**config.mk**
```make
export PLATFORM = sky130hd
export DESIGN_NAME = cm_restore_gate
export DESIGN_NICKNAME = d
export VERILOG_FILES = /design/src/rtl/cmr_pkg.sv /design/src/rtl/cmr_datapath.sv /design/src/rtl/cmr_ctrl.sv /design/src/rtl/cm_restore_gate.sv
export SDC_FILE = /design/constraint.sdc
export NUM_CORES = 1
export LEC_CHECK = 0
export BUFFER_PORTS_ARGS = -buffer_cell sky130_fd_sc_hd__buf_2
export CAP_MARGIN = 40
export CORE_MARGIN = 2
export CORE_UTILIZATION = 50
export CTS_CLUSTER_DIAMETER = 50
export CTS_CLUSTER_SIZE = 24
export DETAILED_ROUTE_END_ITERATION = 10
export GPL_TIMING_DRIVEN = 0
export PLACE_DENSITY = 0.77
export SLEW_MARGIN = 15
export SYNTH_ARGS = -nofsm -noshare
export SYNTH_HDL_FRONTEND = slang
export SYNTH_SLANG_ARGS = --single-unit
```
**constraint.sdc**
```tcl
create_clock -name clk -period 2.55 [get_ports clk]
set_input_delay 0 -clock clk [delete_from_list [all_inputs] [get_ports clk]]
set_output_delay 0 -clock clk [all_outputs]
set_load 0.01 [all_outputs]
```
**src/rtl/cmr_pkg.sv**
```systemverilog
package cmr_pkg;
  // Strobes from the control to the count datapath
  typedef struct packed {
    logic clear;   // drop the count back to zero
    logic countEn; // advance the count by one
  } cmrStrobe_t;
endpackage

```
**src/rtl/cmr_datapath.sv**
```systemverilog
module cmr_datapath
  import cmr_pkg::*;
#(
  parameter int TIME_W = 8
) (
  input  logic              clk,
  input  logic              rstN,
  input  cmrStrobe_t        stb,
  input  logic [TIME_W-1:0] cmTime,
  output logic              zeroSet,
  output logic              reachOnTick
);
  localparam int CNT_W = TIME_W + 1;

  logic [TIME_W-1:0] cnt;
  logic [CNT_W-1:0]  nextCnt;

  always_ff @(posedge clk or negedge rstN) begin
    if (!rstN) begin
      cnt <= '0;
    end else if (stb.clear) begin
      cnt <= '0;
    end else if (stb.countEn) begin
      cnt <= nextCnt[TIME_W-1:0];
    end
  end

  // One extra bit so the comparison can never wrap
  always_comb begin
    nextCnt     = {1'b0, cnt} + CNT_W'(1);
    zeroSet     = (cmTime == '0);
    reachOnTick = (nextCnt >= {1'b0, cmTime});
  end
endmodule

```
**src/rtl/cmr_ctrl.sv**
```systemverilog
module cmr_ctrl
  import cmr_pkg::*;
(
  input  logic       clk,
  input  logic       rstN,
  input  logic       usTick,
  input  logic       ts1Sent,
  input  logic       rxSquelched,
  input  logic       inRecovery,
  input  logic       zeroSet,
  input  logic       reachOnTick,
  output cmrStrobe_t stb,
  output logic       ts2Permit,
  output logic       timerDone
);
  logic ts1Seen;
  logic unsqSeen;
  logic armed;
  logic waiting;
  logic fire;

  always_comb begin
    armed       = ts1Seen & unsqSeen;
    waiting     = inRecovery & armed & ~ts2Permit;
    fire        = waiting & (zeroSet | (usTick & reachOnTick));
    stb.clear   = ~inRecovery;
    stb.countEn = waiting & usTick;
  end

  always_ff @(posedge clk or negedge rstN) begin
    if (!rstN) begin
      ts1Seen   <= 1'b0;
      unsqSeen  <= 1'b0;
      ts2Permit <= 1'b0;
      timerDone <= 1'b0;
    end else if (!inRecovery) begin
      ts1Seen   <= 1'b0;
      unsqSeen  <= 1'b0;
      ts2Permit <= 1'b0;
      timerDone <= 1'b0;
    end else begin
      ts1Seen   <= ts1Seen | ts1Sent;
      unsqSeen  <= unsqSeen | ~rxSquelched;
      ts2Permit <= ts2Permit | fire;
      timerDone <= fire;
    end
  end
endmodule

```
**src/rtl/cm_restore_gate.sv**
```systemverilog
module cm_restore_gate
  import cmr_pkg::*;
#(
  parameter int TIME_W = 8
) (
  input  logic              clk,
  input  logic              rstN,
  input  logic              usTick,
  input  logic              ts1Sent,
  input  logic              rxSquelched,
  input  logic              inRecovery,
  input  logic [TIME_W-1:0] cmTime,
  output logic              ts2Permit,
  output logic              timerDone
);
  cmrStrobe_t stb;
  logic       zeroSet;
  logic       reachOnTick;

  cmr_ctrl u_ctrl (
    .clk         (clk),
    .rstN        (rstN),
    .usTick      (usTick),
    .ts1Sent     (ts1Sent),
    .rxSquelched (rxSquelched),
    .inRecovery  (inRecovery),
    .zeroSet     (zeroSet),
    .reachOnTick (reachOnTick),
    .stb         (stb),
    .ts2Permit   (ts2Permit),
    .timerDone   (timerDone)
  );

  cmr_datapath #(.TIME_W(TIME_W)) u_dp (
    .clk         (clk),
    .rstN        (rstN),
    .stb         (stb),
    .cmTime      (cmTime),
    .zeroSet     (zeroSet),
    .reachOnTick (reachOnTick)
  );
endmodule

```
==> results of run 1 <==
## power groups by stage
stage	combinational, µW	clock, µW	sequential [µW]
6_report	42.6	114	196
5_1_grt	50.6	127	196
4_1_cts	42.5	116	195
3_5_place_dp	38.6	0	199
3_3_place_gp	37.2	0	199
2_1_floorplan	20.7	0	198
## state kept, by name, summed over array words and instances, names as in the netlist
name / count
u_ctrl.ts1Seen: 1
u_ctrl.unsqSeen: 1
u_dp.cnt: 8
u_ctrl.ts2Permit: 1
u_ctrl.timerDone: 1
## timing repair
action | CTS | global route
endpoints found under the setup margin | 1 | 2
hold buffers | 3 | 0
gates cloned | 0 | 0
buffers inserted | 0 | 0
hold endpoints to repair | 14 | 0
resized for setup | 2 | 2
## stage by stage
step | cells | instance area (µm²) | total power [µW] | setup WS, ns
final | 124 | 985 | 352 | 0.130
after global placement | 118 | 913 | 236 | 0.0156
after CTS | 124 | 976 | 354 | 0.0334
after global routing | 124 | 985 | 374 | 0.00735
after detailed placement | 118 | 913 | 237 | -0.0386
after floorplan | 89 | 828 | 219 | 0.307
## per-layer routing
layer	global-route usage [%]	vias up
li1	-	351
met1	27.7	328
met2	35.4	17
met3	7.60	6
met4	9.09	0
met5	0	-
## worst min-delay path by stage
stage,startpoint,endpoint,slack (ns),depth (start not counted)
final,inRecovery,u_dp.cnt[0]$_DFFE_PN0P_,0.03,3
after global routing,inRecovery,u_dp.cnt[1]$_DFFE_PN0P_,0.04,2
after CTS,inRecovery,u_dp.cnt[0]$_DFFE_PN0P_,0.02,3
after detailed placement,rstN,u_dp.cnt[1]$_DFFE_PN0P_,-0.11,1
after global placement,rstN,u_dp.cnt[1]$_DFFE_PN0P_,-0.11,1
after floorplan,rstN,u_ctrl.timerDone$_DFF_PN0_,-0.30,0
## area by class of cell
| class | instances | area share (%) |
|---|---|---|
| Sequential cell | 12 | 30.6 |
| Clock buffer | 3 | 2.29 |
| Inverter | 10 | 3.81 |
| Buffer | 3 | 2.29 |
| Multi-Input combinational cell | 64 | 49.3 |
| Tap cell | 16 | 2.03 |
| Timing Repair Buffer | 16 | 9.66 |
## critical path: cells and delay by family, from the launching register on
| kind | cells | cell delay [ns] |
|---|---|---|
| adder cells (fa/ha/maj) | 2 | 0.54 |
| AO/OA/AOI/OAI | 5 | 0.86 |
| flip-flops | 1 | 0.42 |
| AND/OR/NAND/NOR | 2 | 0.31 |
| XOR/XNOR | 1 | 0.16 |
## kinds of logic (layout without fill, tap and decap cells)
family | count (synthesis) | after routing | share of synthesized area [%]
buffers and inverters | 13 | 32 | 7.25
DFF | 12 | 12 | 36.3
muxes | 2 | 2 | 2.42
AOI/OAI and AO/OA | 16 | 16 | 13.6
adders and majority gates | 9 | 9 | 13.6
xor gates and xnor gates | 6 | 6 | 6.34
and+or+nand+nor | 31 | 31 | 20.5
## layout by cell type (no fill, tap or decap), drive strengths merged, types with 2 or more instances in the layout
cell type	count
xnor2	4
nand2	6
a21oi	5
ha	9
dlygate4sd3	3
nand3	8
clkbuf	3
a31o	6
dfrtp	12
and3	7
buf	16
xor2	2
mux2i	2
inv	10
nor2	4
nor4	2
==> results by group, run 1 <==
Floorplanning
  • Die width: approximately 45 µm
  • CORE AREA: 1520 µm²
  • Row cnt: 14
  • Die Ht: 44.7 µm
  • I/O Pins: 16
  • Die area: 2000 µm²
  • Initial cell density of the core: between 50% and 60%

Synthesis
  • Syn_nets: 112
  • Post-synth EDFFs: 0
  • Post-synthesis cell count: 89
  • Yosys top cell area share: 36.3%
  • Post-synthesis async set-or-reset flop share: 100%
  • Most used flip-flop cell after synthesis: dfrtp_1
  • Yosys warning count: 0
  • Post-synth top area cell: dfrtp_1
  • Largest cells by area after synthesis: dfrtp_1 (36%), ha_1 (14%), a31o_2 (6.3%), and3_1 (5.3%), nand3_1 (4.8%)
  • Post-synthesis cell type count: 24
  • Most instantiated cells after synthesis: dfrtp_1 (12), inv_1 (10), ha_1 (9)
  • Yosys reg bits: 12
  • Sequential area share after synthesis: a little over a third
  • Synthesized area: 828 µm²
  • Most numerous cell in the Yosys netlist: dfrtp_1
  • Average cell area after synthesis: 9.31 µm²

Drt
  • Post-route ant nets: 0
  • Metal3 WL: 72 µm
  • DRC viols: 0
  • M1 WL: around 750 µm
  • Drt wl/cell: 13.7 µm
  • Highest metal used: met4
  • DR WL met2: 834 µm
  • Mean number of vias per cell: 5.66
  • Routed wire length: roughly 1700 µm
  • DRT Pass-1 Iters: 4
  • DR vias: 702
  • First DRT Iteration DRCs: 25

Critical path
  • Setup crit end: u_ctrl.ts2Permit$_DFF_PN0_
  • Startpoint types: flop
  • CP peak stage delay: 0.42 ns
  • Reg2reg setup slack: between 0.1 and 0.15 ns
  • Reg2reg end: u_ctrl.ts2Permit$_DFF_PN0_
  • Worst Setup End Kind: flop
  • Slowest CP cell: dfrtp_2
  • Setup Crit Path Kind: reg -> reg
  • CP cell instances: ha_2 > nand2_1 > or2_1 > xnor2_2 > ha_1 > a21o_1 > a21oi_1 > o21ai_1 > o311ai_2 > a31oi_1
  • Worst Setup SP: u_dp.cnt[0]$_DFFE_PN0P_
  • Reg2reg path depth: 10
  • CP max FO: 6
  • Reg2reg start: u_dp.cnt[0]$_DFFE_PN0P_
  • Worst endpoint required time: 2.69 ns
  • Critical Path AT: 2.56 ns

CTS
  • CTS Buf Count: 3
  • CTS tree: done
  • Root Driver: clkbuf_4
  • CTS sink count: 12
  • Clock-pin slew on the worst setup and hold paths: 0.07 ns
  • Longest Clk Path Bufs: 2
  • Clock latency at the later pin of the worst-skew pair: 0.27 ns
  • Htree depth: 1

Power and ir drop
  • Sw frac: 24.1%
  • P per Cell Area: 358 nW/µm²
  • Lkg Pwr: 0.000562 µW
  • Sequential share of power: 55.5%
  • Comb power frac: 12.1%
  • Cell internal pwr: 267 µW
  • Sw power: 84.9 µW
  • Max VDD drop: 0.315 mV
  • Clock Power Share: 32.4%

STA
  • Unrepaired setup endpoints after global routing: no
  • Worst Max-Slew Pin Slew: a little under 0.3 ns
  • Min Hold Slack: between 0.02 and 0.03 ns
  • Final-report setup violation count: 0
  • Tmin final: about 2.4 ns
  • Slew HR: 80.2%
  • Pins Over Slew Limit: 0
  • Fmax: 0.413 GHz
  • Fin. Hold Viols: 0
  • Final period utilization: 94.9%
  • Clock skew: 0.000810 ns
  • Setup TNS: 0 ns

Global route
  • Total gr overflow: 0
  • Vias in the first global route: 753
  • First-pass GRT wire length: 3150 µm
  • Total Routing Usage GR: around 22%
  • Largest net degree at the start of global routing: 13
  • Number of antenna violations at the first check in global routing: 0

Finish
  • Area Overhead vs Synth: 18.9%
  • Total area of sequential cells: 302 µm²
  • Share of layout cells above drive strength 1: between 20% and 30%
  • Layout Nets: 133
  • Ant. Diodes: 0
  • Fill cells: 130
  • Core Util, Final: 64.6%
  • Area of the multi-input gates: roughly 500 µm²

Placed design
  • Routability cong.: 0.739
  • Post-DP HPWL: 1280 µm
  • Port bufs: 13

Worst hold path
  • Worst hold path class: in -> reg

Run status
  • Outcome: finished clean

Flow run
  • Max-cap violations: 0
No activity file was read; power rests on OpenSTA's default activity.
==> inputs of run 2 (changes only) <==
ABC_AREA = 1   (was not set)
==> results by group, run 2 <==
Power and ir drop
  • Comb power frac: 11.3% (-0.8 points)
  • Lkg Pwr: 0.000626 µW (+11%)
  • Sequential share of power: 50.8% (-4.7 points)
  • P per Cell Area: 391 nW/µm² (+9.4%)
  • Sw frac: 22.4% (-1.7 points)
  • Clock Power Share: 38.0% (+5.6 points)
  • Sw power: 86.4 µW (+1.8%)
  • Cell internal pwr: 299 µW (+12%)
  • Max VDD drop: 0.317 mV (+0.68%)

Drt
  • Routed wire length: 1430 µm (-16%)
  • Drt wl/cell: 9.98 µm (-27%)
  • DRC viols: 0 (unchanged)
  • DR WL met2: 670 µm (-20%)
  • DR vias: 708 (+0.85%)
  • Metal3 WL: 56 µm (-22%)
  • Highest metal used: met4
  • M1 WL: 690 µm (-8.1%)
  • Post-route ant nets: 0 (unchanged)
  • Mean number of vias per cell: 4.95 (-13%)
  • First DRT Iteration DRCs: 9 (-64%)
  • DRT Pass-1 Iters: 4 (unchanged)

Synthesis
  • Syn_nets: 128 (+14%)
  • Yosys warning count: 0 (unchanged)
  • Post-synthesis async set-or-reset flop share: 100% (unchanged)
  • Average cell area after synthesis: 7.85 µm² (-16%)
  • Post-synth EDFFs: 0 (unchanged)
  • Synthesized area: 825 µm² (-0.45%)
  • Sequential area share after synthesis: 36.4% (+0.17 points)
  • Post-synth top area cell: dfrtp_1
  • Most instantiated cells after synthesis: nand2_1 (24), inv_1 (23), dfrtp_1 (12)
  • Post-synthesis cell count: 105 (+18%)
  • Most numerous cell in the Yosys netlist: nand2_1
  • Most used flip-flop cell after synthesis: dfrtp_1
  • Yosys top cell area share: 36.4% (+0.17 points)
  • Yosys reg bits: 12 (unchanged)
  • Largest cells by area after synthesis: dfrtp_1 (36%), ha_1 (14%), nand2_1 (11%), inv_1 (10%), xor2_1 (4.2%)
  • Post-synthesis cell type count: 20 (-17%)

Finish
  • Fill cells: 134 (+3.1%)
  • Share of layout cells above drive strength 1: 20.5% (-7.3 points)
  • Total area of sequential cells: 300 µm² (-0.41%)
  • Biggest register: u_dp.cnt
  • Layout Nets: 151 (+14%)
  • Ant. Diodes: 0 (unchanged)
  • Most common cell after layout, fill and taps aside: nand2_1
  • Area Overhead vs Synth: 19.6%
  • Most frequent cells in the layout: nand2_1 (24), inv_1 (23), buf_2 (15)
  • Max reg flops: 8 (unchanged)
  • Area of the multi-input gates: 424 µm² (-13%)

CTS
  • CTS Buf Count: 3 (unchanged)
  • CTS tree: done
  • CTS sink count: 12 (unchanged)
  • Root Driver: clkbuf_4
  • Longest Clk Path Bufs: 2 (unchanged)
  • Htree depth: 1 (unchanged)
  • Post-CTS setup repair buffer count: 0 (unchanged)
  • Clock latency at the later pin of the worst-skew pair: 0.26 ns (about the same)
  • CTS resizes: 0 (-2)
  • Clock-pin slew on the worst setup and hold paths: 0.07 ns (about the same)

STA
  • Pins Over Slew Limit: 0 (unchanged)
  • Fmax: 0.469 GHz (+14%)
  • Worst Max-Slew Pin Slew: 0.315 ns (+0.0204 ns)
  • Final-report setup violation count: 0 (unchanged)
  • Final period utilization: 83.6% (-11 points)
  • Clock skew: 0.00104 ns (+0.000228 ns)
  • Min Hold Slack: 0.00533 ns (-0.0210 ns)
  • Unrepaired setup endpoints after global routing: no
  • Fin. Hold Viols: 0 (unchanged)
  • Slew HR: 78.8% (-1.4 points)
  • Tmin final: 2.13 ns (-0.289 ns)
  • Setup TNS: 0 ns (unchanged)

Critical path
  • Worst endpoint required time: 2.72 ns (+0.03 ns)
  • Setup Crit Path Kind: reg -> reg
  • Startpoint types: flop
  • CP max FO: 6 (unchanged)
  • Worst Setup End Kind: flop
  • Critical Path AT: 2.30 ns (-0.26 ns)

Global route
  • Vias in the first global route: 631 (-16%)
  • Total gr overflow: 0 (unchanged)
  • Largest net degree at the start of global routing: 13 (unchanged)
  • Number of antenna violations at the first check in global routing: 0 (unchanged)
  • First-pass GRT wire length: 2540 µm (-19%)
  • Total Routing Usage GR: 17.7% (-4.6 points)

Floorplanning
  • CORE AREA: 1520 µm² (unchanged)
  • Die width: 44.6 µm (-0.20%)
  • Die Ht: 44.6 µm (-0.20%)
  • Die area: 1990 µm² (-0.40%)
  • Row cnt: 14 (unchanged)
  • I/O Pins: 16 (unchanged)
  • Initial cell density of the core: 54.1% (-0.25 points)

Placed design
  • Routability cong.: 0.864 (+17%)
  • Port bufs: 15 (+2)
  • Post-DP HPWL: 1190 µm (-7.4%)

Flow run
  • Max-cap violations: 0 (unchanged)

Worst hold path
  • Worst hold path class: in -> reg

Run status
  • Outcome: finished clean
==> run 2: cell count changes after synthesis, moves of 3 or more <==
cell and change:
and3_1 -7, inv_1 +13, a21oi_1 -3, nand3_1 -4, xnor2_1 -4, a31o_2 -6
buf_4 -3, nand2_1 +19, o21ai_1 +4
==> run 2: path summary, 6_finish.rpt <==
check | startpoint | to | slack (ns) | depth (start not counted)
max | u_dp.cnt[0]$_DFFE_PN0P_ | u_ctrl.ts2Permit$_DFF_PN0_ | 0.42 | 17
min | inRecovery | u_ctrl.ts2Permit$_DFF_PN0_ | 0.005 | 3
max reg2reg | u_dp.cnt[0]$_DFFE_PN0P_ | u_ctrl.ts2Permit$_DFF_PN0_ | 0.42 | 17
min reg2reg | u_ctrl.ts1Seen$_DFF_PN0_ | u_ctrl.ts1Seen$_DFF_PN0_ | 0.50 | 2
max in group asynchronous | rstN | u_dp.cnt[2]$_DFFE_PN0P_ | 2.21 | 2
min in group asynchronous | rstN | u_ctrl.timerDone$_DFF_PN0_ | 0.13 | 2
==> run 2: power groups by stage <==
| stage | clock (µW) | combinational (µW) | sequential, µW |
|---|---|---|---|
| floorplan | 0 | 20.1 | 199 |
| global placement | 0 | 39.1 | 200 |
| detailed placement | 0 | 40.3 | 200 |
| CTS | 148 | 44.0 | 196 |
| global route | 157 | 51.1 | 196 |
| finish | 147 | 43.4 | 196 |
==> run 2: stage by stage <==
step / power (µW) / util, % / setup WS, ns / std cells / area [µm²]
global route: 405 / 64.7 / 0.140 / 143 / 986
CTS: 388 / 64.7 / 0.396 / 143 / 986
detailed placement: 240 / 60.3 / 0.411 / 136 / 920
finish: 386 / 64.7 / 0.419 / 143 / 986
floorplan: 219 / - / 0.611 / 105 / 825
global placement: 239 / 60.3 / 0.429 / 136 / 920
==> run 2: repair_timing <==
| action | in CTS | in global routing |
|---|---|---|
| setup endpoints to repair | 0 | 0 |
| hold buffers | 3 | 0 |
| endpoints found under the hold margin | 14 | 0 |
==> run 2: critical path, stage by stage (launching register included) <==
cell and delay (ns):
dfrtp_1 0.43, ha_1 0.22, nand2_2 0.09, nor2_1 0.12
xor2_1 0.21, ha_1 0.27, nand2_1 0.07, inv_1 0.04
nand2_1 0.05, nand3_1 0.08, nand2_1 0.06, nand2_1 0.05
nand2_1 0.05, nand2_1 0.05, nand2_1 0.07, nand3_1 0.06
nand2_1 0.06, inv_1 0.04
==> run 2: final cells by class <==
class	count	share of cell area [%]
timing repair buffer	18	10.7
multi-input combinational	67	43.0
clock buffer	4	3.68
tap	16	2.03
inverter	26	10.2
sequential	12	30.5
==> run 2: cell families (layout without fill, tap and decap cells) <==
group / Yosys count / in the layout / share of synthesized area [%]
adders and majority gates: 9 / 9 / 13.7
and+or+nand+nor: 40 / 40 / 23.7
DFF: 12 / 12 / 36.4
AOI/OAI and AO/OA: 14 / 14 / 9.86
buffers and inverters: 26 / 48 / 12.1
xor gates and xnor gates: 4 / 4 / 4.25
==> run 2: routing by layer <==
metal  global-route usage (%)  vias up
li1                         -      375
met1                     24.7      316
met2                     28.4       15
met3                     2.45        2
met4                     5.45        0
met5                        0        -
==> inputs of run 3 (changes only) <==
CORE_UTILIZATION = 48   (was 50)
PLACE_DENSITY = 0.78   (was 0.77)
clock period = 1.9 ns   (was 2.55 ns; I/O delays follow)
==> results by group, run 3 (same netlist as run 2, synthesis figures left out) <==
Run status
  • Outcome: finished with violations
  • Violated checks: negative setup slack

Critical path
  • Worst Setup End Kind: flop
  • Setup Crit Path Kind: reg -> reg
  • Slowest CP cell: dfrtp_1
  • CP delay by family, top: simple AND/OR/NAND/NOR gates
  • Worst Path Buf+Inv: 2 (unchanged)
  • CP peak stage delay: 0.38 ns (-0.05 ns)
  • CP cell instances: ha_2 > nand2_4 > nor2_2 > xor2_1 > ha_1 > nand2_1 > inv_2 > nand2_2 > nand3_2 > nand2_1 > nand2_1 > nand2_1 > nand2_1 > nand2_1 > nand3_1 > nand2_1 > inv_1
  • CP max FO: 2 (-4)
  • Reg2reg setup slack: -0.13 ns (-0.55 ns)
  • Most used cell, CP: nand2_1
  • Startpoint types: flop
  • Critical Path AT: 2.20 ns (-0.10 ns)
  • Worst endpoint required time: 2.07 ns (-0.65 ns)

STA
  • Min Hold Slack: 0.0105 ns (+0.00518 ns)
  • Worst Max-Slew Pin Slew: 0.347 ns (+0.0317 ns)
  • Final WS setup: -0.130 ns (-0.549 ns)
  • Fin. Hold Viols: 0 (unchanged)
  • Pins Over Slew Limit: 0 (unchanged)
  • Clock skew: 0.000271 ns (-0.000767 ns)
  • Slew HR: 76.7% (-2.1 points)
  • Tmin final: 2.03 ns (-0.101 ns)
  • Fmax: 0.493 GHz (+5.0%)
  • Final-report setup violation count: 2 (+2)
  • Unrepaired setup endpoints after global routing: yes
  • Final period utilization: 107% (+23 points)

Global route
  • Largest net degree at the start of global routing: 13 (unchanged)
  • Number of antenna violations at the first check in global routing: 0 (unchanged)
  • First-pass GRT wire length: 2830 µm (+11%)
  • Total gr overflow: 0 (unchanged)
  • Total Routing Usage GR: 19.3% (+1.6 points)
  • Vias in the first global route: 708 (+12%)

Finish
  • Fill cells: 132 (-1.5%)
  • Most frequent cells in the layout: nand2_1 (23), inv_1 (22), buf_2 (15)
  • Non-filler cells in the finished layout: 148 (+3.5%)
  • Layout Nets: 156 (+3.3%)
  • Ant. Diodes: 0 (unchanged)
  • Post-route cell area: 1060 µm² (+7.5%)
  • Most common cell after layout, fill and taps aside: nand2_1
  • Biggest register: u_dp.cnt
  • Max reg flops: 8 (unchanged)
  • Share of layout cells above drive strength 1: 28.8% (+8.3 points)
  • Area Overhead vs Synth: 28.5%

Drt
  • Routed wire length: 1660 µm (+16%)
  • DR vias: 753 (+6.4%)
  • Drt wl/cell: 11.2 µm (+12%)
  • First DRT Iteration DRCs: 14 (+5)
  • Post-route ant nets: 0 (unchanged)
  • DRT Pass-1 Iters: 5 (+1)
  • DRC viols: 0 (unchanged)
  • Mean number of vias per cell: 5.09 (+2.8%)

Floorplanning
  • Row cnt: 14 (unchanged)
  • Die area: 2070 µm² (+3.8%)
  • I/O Pins: 16 (unchanged)
  • Initial cell density of the core: 52.9% (-1.2 points)
  • CORE AREA: 1560 µm² (+2.3%)
  • Die Ht: 45.4 µm (+1.9%)
  • Die width: 45.4 µm (+1.9%)

Power and ir drop
  • Post-layout power: 534 µW (+38%)
  • Max VDD drop: 0.357 mV (+12%)
  • P per Cell Area: 504 nW/µm² (+29%)
  • Lkg Pwr: 0.000671 µW (+7.2%)

CTS
  • Clock-pin slew on the worst setup and hold paths: 0.08 ns (about the same)
  • CTS tree: done
  • CTS sink count: 12 (unchanged)
  • Clock latency at the later pin of the worst-skew pair: 0.27 ns (about the same)
  • Htree depth: 1 (unchanged)
  • Longest Clk Path Bufs: 2 (unchanged)
  • Root Driver: clkbuf_4
  • CTS Buf Count: 3 (unchanged)

Worst hold path
  • Worst hold path class: in -> reg

Placed design
  • Port bufs: 15 (unchanged)
  • Dpl ws: -0.219 ns (-0.631 ns)
  • Post-DP HPWL: 1220 µm (+2.8%)
  • Placed Instances: 136 (unchanged)
  • Routability cong.: 0.841 (-2.6%)
  • Dpl cell area: 925 µm² (+0.54%)

Flow run
  • Max-cap violations: 0 (unchanged)
-- run 3: changes by cell type in the layout (fill, tap and decap cells not counted), sizes merged --
cell	before	now
buf	15	19
dlygate4sd3	3	4
-- run 3: stage by stage --
step                      setup TNS (ns)  util [%]
after floorplan                  -0.0149         -
after global placement            -0.294      59.3
after detailed placement          -0.327      59.3
after CTS                         -0.124      66.0
after global routing              -0.469      68.0
final                             -0.147      68.0
-- run 3: timing repair --
| action | CTS | global route |
|---|---|---|
| hold buffers | 4 | 0 |
| buffers inserted | 3 | 1 |
| pin swaps | 1 | 1 |
| setup endpoints to repair | 2 | 2 |
| gates resized for setup | 1 | 6 |
| cloned | 0 | 0 |
| hold endpoints to repair | 15 | 0 |
-- run 3: path summary, 6_finish.rpt --
path | startpoint | end | depth (start not counted)
worst min register to register | u_ctrl.unsqSeen$_DFF_PN0_ | u_ctrl.unsqSeen$_DFF_PN0_ | 2
max in group asynchronous | rstN | u_ctrl.unsqSeen$_DFF_PN0_ | 2
worst min-delay path | inRecovery | u_ctrl.ts1Seen$_DFF_PN0_ | 3
min in group asynchronous | rstN | u_ctrl.ts1Seen$_DFF_PN0_ | 2
worst max register to register | u_dp.cnt[1]$_DFFE_PN0P_ | u_ctrl.ts2Permit$_DFF_PN0_ | 17
worst max-delay path | u_dp.cnt[1]$_DFFE_PN0P_ | u_ctrl.ts2Permit$_DFF_PN0_ | 17
-- run 3: per-layer routing --
| layer | track usage (%) | up-vias | share of wire [%] |
|---|---|---|---|
| li1 | - | 386 | - |
| met1 | 24.2 | 331 | 43 |
| met2 | 32.4 | 30 | 49 |
| met3 | 2.78 | 6 | 5.3 |
| met4 | 9.41 | 0 | 2.2 |
| met5 | 0 | - | 0 |
-- run 3: final cells by class --
class	count	area, µm²	share of cell area (%)
timing repair buffer	23	145	13.7
multi-input combinational	67	458	43.2
sequential	12	300	28.3
tap	16	20.0	1.89
inverter	26	100	9.45
clock buffer	4	36.3	3.42
-- run 3: tightest hold or removal path, delay by kind of cell --
family	cells	cell delay (ns)
buffers and inverters	2	0.20
AND/OR/NAND/NOR	1	0.04
-- run 3: where the power goes --
group          leakage (µW)  internal, µW  switching (µW)
Sequential         0.000164           260            2.90
Clock             0.0000210           116            89.3
Combinational      0.000486          29.5            36.0
